## config.mk

```make
export PLATFORM = sky130hd
export DESIGN_NAME = fwd_bypass_unit
export DESIGN_NICKNAME = d
export VERILOG_FILES = /design/src/rtl/fwd_pkg.sv /design/src/rtl/fwd_match.sv /design/src/rtl/fwd_prio.sv /design/src/rtl/fwd_mux.sv /design/src/rtl/fwd_bypass_unit.sv
export SDC_FILE = /design/constraint.sdc
export NUM_CORES = 1
export LEC_CHECK = 0
export ABC_AREA = 1
export CAP_MARGIN = 30
export CORE_ASPECT_RATIO = 1.25
export CORE_MARGIN = 1.5
export CORE_UTILIZATION = 40
export DETAILED_ROUTE_END_ITERATION = 8
export PLACE_DENSITY = 0.81
export SLEW_MARGIN = 20
export SYNTH_ARGS = -nofsm -noshare
export SYNTH_HDL_FRONTEND = slang
export SYNTH_SLANG_ARGS = --single-unit
```

## constraint.sdc

```tcl
create_clock -name clk -period 1.6 [get_ports clk]
set_input_delay 0.48 -clock clk [delete_from_list [all_inputs] [get_ports clk]]
set_output_delay 0.48 -clock clk [all_outputs]
set_load 0.01 [all_outputs]
```

## src/rtl/fwd_pkg.sv

```systemverilog
package fwd_pkg;
  // Select encoding shared by the bypass network and its checker.
  typedef enum logic [1:0] {
    FWD_NONE = 2'b00,
    FWD_EXM  = 2'b01,
    FWD_MWB  = 2'b10,
    FWD_WBE  = 2'b11
  } fwd_sel_e;

  // Number of bypass levels behind the execute stage.
  localparam int NLVL = 3;
endpackage

```

## src/rtl/fwd_match.sv

```systemverilog
// Compares one source specifier against every in-flight target specifier.
module fwd_match #(
  parameter int AW   = 3,
  parameter int NLVL = 3
) (
  input  logic [AW-1:0]           src,
  input  logic [NLVL-1:0][AW-1:0] tgt,
  output logic [NLVL-1:0]         hit
);
  logic src_live;
  assign src_live = |src;

  for (genvar l = 0; l < NLVL; l++) begin : g_lvl
    assign hit[l] = src_live && (tgt[l] == src);
  end
endmodule

```

## src/rtl/fwd_prio.sv

```systemverilog
// Youngest-first priority: level 0 is the nearest instruction.
module fwd_prio #(
  parameter int NLVL = 3,
  parameter int SW   = 2
) (
  input  logic [NLVL-1:0] hit,
  output logic [SW-1:0]   sel
);
  always_comb begin
    sel = '0;
    for (int l = NLVL - 1; l >= 0; l--) begin
      if (hit[l]) sel = SW'(l + 1);
    end
  end
endmodule

```

## src/rtl/fwd_mux.sv

```systemverilog
// Picks the decode-stage operand or one of the in-flight results.
module fwd_mux #(
  parameter int XLEN = 16,
  parameter int NLVL = 3,
  parameter int SW   = 2
) (
  input  logic [SW-1:0]             sel,
  input  logic [XLEN-1:0]           base,
  input  logic [NLVL-1:0][XLEN-1:0] res,
  output logic [XLEN-1:0]           val
);
  always_comb begin
    val = base;
    for (int l = 0; l < NLVL; l++) begin
      if (sel == SW'(l + 1)) val = res[l];
    end
  end
endmodule

```

## src/rtl/fwd_bypass_unit.sv

```systemverilog
module fwd_bypass_unit #(
  parameter int XLEN    = 16,
  parameter int NREG    = 8,
  parameter bit OUT_REG = 1'b1
) (
  input  logic                    clk,
  input  logic                    rst,
  input  logic [$clog2(NREG)-1:0] src1_id,
  input  logic [$clog2(NREG)-1:0] src2_id,
  input  logic [XLEN-1:0]         opnd1_id,
  input  logic [XLEN-1:0]         opnd2_id,
  input  logic [$clog2(NREG)-1:0] tgt_exm,
  input  logic [XLEN-1:0]         res_exm,
  input  logic [$clog2(NREG)-1:0] tgt_mwb,
  input  logic [XLEN-1:0]         res_mwb,
  input  logic [$clog2(NREG)-1:0] tgt_wbe,
  input  logic [XLEN-1:0]         res_wbe,
  output logic [1:0]              sel1,
  output logic [XLEN-1:0]         val1,
  output logic [1:0]              sel2,
  output logic [XLEN-1:0]         val2
);
  import fwd_pkg::*;

  localparam int AW   = $clog2(NREG);
  localparam int NOPS = 2;
  localparam int SW   = $clog2(NLVL + 1);

  // Level 0 is youngest (exec/mem), level NLVL-1 oldest (post-wb).
  logic [NLVL-1:0][AW-1:0]   lvl_tgt;
  logic [NLVL-1:0][XLEN-1:0] lvl_res;
  assign lvl_tgt = {tgt_wbe, tgt_mwb, tgt_exm};
  assign lvl_res = {res_wbe, res_mwb, res_exm};

  logic [NOPS-1:0][AW-1:0]   op_src;
  logic [NOPS-1:0][XLEN-1:0] op_base;
  assign op_src  = {src2_id, src1_id};
  assign op_base = {opnd2_id, opnd1_id};

  logic [NOPS-1:0][NLVL-1:0] op_hit;
  logic [NOPS-1:0][SW-1:0]   op_sel;
  logic [NOPS-1:0][XLEN-1:0] op_val;

  for (genvar o = 0; o < NOPS; o++) begin : g_op
    fwd_match #(.AW(AW), .NLVL(NLVL)) u_match (
      .src (op_src[o]),
      .tgt (lvl_tgt),
      .hit (op_hit[o])
    );
    fwd_prio #(.NLVL(NLVL), .SW(SW)) u_prio (
      .hit (op_hit[o]),
      .sel (op_sel[o])
    );
    fwd_mux #(.XLEN(XLEN), .NLVL(NLVL), .SW(SW)) u_mux (
      .sel  (op_sel[o]),
      .base (op_base[o]),
      .res  (lvl_res),
      .val  (op_val[o])
    );
  end

  logic [NOPS-1:0][SW-1:0]   out_sel;
  logic [NOPS-1:0][XLEN-1:0] out_val;

  if (OUT_REG) begin : g_reg
    always_ff @(posedge clk) begin
      if (rst) begin
        for (int o = 0; o < NOPS; o++) begin
          out_sel[o] <= SW'(FWD_NONE);
          out_val[o] <= '0;
        end
      end else begin
        out_sel <= op_sel;
        out_val <= op_val;
      end
    end
  end else begin : g_comb
    assign out_sel = op_sel;
    assign out_val = op_val;
  end

  assign sel1 = out_sel[0];
  assign val1 = out_val[0];
  assign sel2 = out_sel[1];
  assign val2 = out_val[1];
endmodule

```

==> impl_metrics.py <==
metrics = {
    "worst_setup_path": {
        "cp_max_fo": 8,
        "cells_traversed_along_the_worst_timing_path": "dlygate4sd2_1 -> inv_1 -> nand2_1 -> nand3_1 -> nor2_4 -> nand3_4 -> clkbuf_16 -> o21bai_1 -> nor2_1",
        "crit_path_end_kind": "register",
        "worstSetupPathDepth": 9,
        "worst_setup_path_startpoint": "tgt_wbe[2]",
        "critPathArrivalTime_ps": 1710,
        "critPathRequiredTime_ps": 1800,
        "timing.critical_path.max_delay_family": "simple AND/OR/NAND/NOR gates",
        "timing.critical_path.slowest_cell_delay_ps": 260,
        "cpMaxStageDelayCell": "sky130_fd_sc_hd__dlygate4sd2_1",
        "critical_path_class": "input pin to register",
        "setup.worst_path.end": "val2[3]",
        "critical_path.startpoint_type": "input pin",
        "worst-path-buf-inv": 3,
    },
    "placed_design": {
        "place_inst": 782,
        "hpwlAfterDp_microns": 9220,
        "portBuffers": 132,
        "routabilityCongestion": 0.881,
        "post-place-ws_ps": -764,
    },
    "route": {
        "drc": 0,
        "detailroute.via_count": 4177,
        "detail_route.iter0.violations": 395,
        "drt.antenna.violating_nets": 0,
        "routed_wl_microns": 12600,
        "drt_pass1_iterations": 5,
        "post_drt_wl_per_cell_microns": 15.7,
        "via_per_inst": 5.20,
    },
    "pwr": {
        "power_per_cell_area_nw_per_um2": 626,
        "report.power.total_w": 0.00329,
        "p_leak_nw": 2.93,
        "vdd.ir_drop.worst_v": 0.000447,
    },
    "yosys": {
        "synth_top_cells_by_count": "sky130_fd_sc_hd__nand2_1 (139), sky130_fd_sc_hd__inv_1 (105), sky130_fd_sc_hd__nand3_1 (105)",
        "synth-seq-area-share_pct": 22.1,
        "post-synth-top-area-fraction_pct": 22.1,
        "synth-edff-count": 0,
        "seq_cells_post_synth": 36,
        "synth_flop_cell": "sky130_fd_sc_hd__dfxtp_1",
        "netlist-cell-type-count": 26,
        "cells_taking_the_most_area_after_synthesis": "sky130_fd_sc_hd__dfxtp_1 (22%), sky130_fd_sc_hd__nand3_1 (16%), sky130_fd_sc_hd__nand2_1 (16%)",
        "yosysWarnings": 0,
        "synth.cell_area_sq_um": 3260,
        "synth_largest_area_cell": "sky130_fd_sc_hd__dfxtp_1",
        "avgSynthCellArea_sq_um": 5.96,
        "synth.most_common_cell": "sky130_fd_sc_hd__nand2_1",
        "syn-num-nets": 644,
        "syn-instance-count": 547,
        "synth_async_sr_flop_share_pct": 0,
    },
    "floorplanning": {
        "die-area_sq_um": 8710,
        "num_rows": 36,
        "chip_height_microns": 104,
        "io_pins": 133,
        "floorplan.initialDensity_pct": 41.6,
        "die_w_microns": 83.8,
        "core_area_sq_um": 7840,
    },
    "clock_network": {
        "clk_pin_slew_ps": 80,
        "cts_hold_repair.buffers": 0,
        "root_buffer": "sky130_fd_sc_hd__clkbuf_8",
        "tritoncts_clock_tree": "built",
        "clk_path_buf_depth": 2,
        "htree_levels": 2,
        "clock_buffers_created_by_tritoncts": 5,
        "clkSinkCount": 36,
    },
    "finish": {
        "multi_input_comb_area_sq_um": 2110,
        "synthToLayoutAreaGrowth_pct": 61.3,
        "layout-drive-gt1-share_pct": 19.8,
        "filler_cell_count": 699,
        "diodes": 0,
        "design.final.nets": 804,
        "area_used_by_sequential_logic_in_the_layout_sq_um": 721,
        "final_core_utilization_pct": 67.1,
        "layout.cells.non_filler": 803,
    },
    "timing": {
        "timing_worst_slew_pin_value_ps": 539,
        "finalWorstPathRequiredPeriod_ps": 1510,
        "setup_slack_ps": 88.3,
        "fin_crit_sh_pct": 94.5,
        "worst_slew_margin_relative_to_its_limit_pct": 64.0,
        "fmax_ghz": 0.661,
        "timing_hold_violations_final": 0,
        "fin_hold_ws_ps": 750,
        "slew_viol_final": 0,
        "finalSetupViolCount": 0,
    },
    "global_routing": {
        "grt_max_degree": 26,
        "global_route.overflow_total": 0,
        "grt_pass1_vias": 4212,
        "globalRouteTotalUtil_pct": 27.6,
        "grt_pass1_wl_microns": 19600,
        "antenna_violations_before_repair": 0,
    },
    "run_status": {
        "outcome": "completed",
    },
    "worst_hold_path": {
        "min_path_type": "input pin to register",
    },
    "job": {
        "drv.max_cap_violation_count": 0,
    },
}
per-stage QoR:
stage | instance area, sq um | TNS, ps
2_1_floorplan | 3290 | -209
3_3_place_gp | 4890 | -22780
3_5_place_dp | 4890 | -24330
4_1_cts | 5100 | 0
5_1_grt | 5260 | -12.5
6_report | 5260 | 0
worst min-delay path: stages:
cell	delay, ps
sky130_fd_sc_hd__clkbuf_2	100
sky130_fd_sc_hd__nand2_1	50
sky130_fd_sc_hd__nand2_1	80
sky130_fd_sc_hd__inv_1	50
sky130_fd_sc_hd__nand2_2	80
sky130_fd_sc_hd__nor2_4	50
sky130_fd_sc_hd__nand2_1	50
sky130_fd_sc_hd__a21oi_1	60
kinds of logic (layout without fill, tap and decap cells):
group	count (synthesis)	count (layout)	share of synthesized area, %
xor gates and xnor gates	1	1	0.269
buffers and inverters	136	296	18.7
AOI/OAI and AO/OA	34	34	6.44
DFF	36	36	22.1
and+or+nand+nor	340	341	52.5
layout by cell type, fill, tap and decap left out, types with 6 or more instances in the layout:
cell type / instances
sky130_fd_sc_hd__dlygate4sd2_1: 37
sky130_fd_sc_hd__nand3_1: 104
sky130_fd_sc_hd__nand2_1: 134
sky130_fd_sc_hd__buf_6: 7
sky130_fd_sc_hd__dfxtp_1: 36
sky130_fd_sc_hd__o21ai_1: 10
sky130_fd_sc_hd__inv_1: 105
sky130_fd_sc_hd__clkbuf_2: 8
sky130_fd_sc_hd__nor2_1: 43
sky130_fd_sc_hd__nand3_2: 21
sky130_fd_sc_hd__o21bai_1: 13
sky130_fd_sc_hd__nand2_2: 11
sky130_fd_sc_hd__buf_4: 22
sky130_fd_sc_hd__buf_12: 11
sky130_fd_sc_hd__clkdlybuf4s50_1: 81
sky130_fd_sc_hd__nor2_4: 10
sky130_fd_sc_hd__buf_2: 6
how the worst min path moves through the flow:
| stage | from | endpoint | slack [ps] | depth (start not counted) |
|---|---|---|---|---|
| floorplan | res_wbe[0] | val2[0] | 650 | 2 |
| global placement | res_wbe[1] | val2[1] | 1130 | 3 |
| detailed placement | res_wbe[1] | val2[1] | 1130 | 3 |
| finish | tgt_wbe[1] | sel1[0] | 750 | 8 |
| CTS | src1_id[2] | sel1[0] | 790 | 7 |
| global route | tgt_wbe[0] | sel1[0] | 820 | 7 |
state kept, by name (all words and copies together) (netlist names):
| signal | cells |
|---|---|
| val1 | 16 |
| val2 | 16 |
| sel2 | 2 |
| sel1 | 2 |
per-layer routing:
| layer | track usage, % | routed length [microns] | vias to the layer above |
|---|---|---|---|
| met2 | 50.2 | 6370 | 238 |
| met1 | 30.2 | 4530 | 1880 |
| li1 | - | - | 2002 |
| met4 | 15.3 | 698 | 0 |
| met3 | 4.21 | 973 | 57 |
| met5 | 0 | 0 | - |
where the power goes:
group	total, W	switching [W]	internal (W)
clock	0.000662	0.000359	0.000303
sequential	0.00103	0.0000299	0.000998
combinational	0.00160	0.000849	0.000755
total	0.00329	0.00124	0.00206
area by class of cell:
| class | instances | area share, % |
|---|---|---|
| Clock buffer | 5 | 1.31 |
| Clock inverter | 3 | 0.357 |
| Sequential cell | 36 | 13.7 |
| Tap cell | 95 | 2.26 |
| Multi-Input combinational cell | 376 | 40.1 |
| Timing Repair Buffer | 177 | 34.3 |
| Inverter | 111 | 8.02 |
timing repair:
action                     4_1_cts  5_1_grt
gates resized for setup         89       53
buffers inserted                 5        2
setup endpoints to repair       72       33
gates cloned                     2        5
pin swaps                       10       17
(Power assumes the default switching activity.)
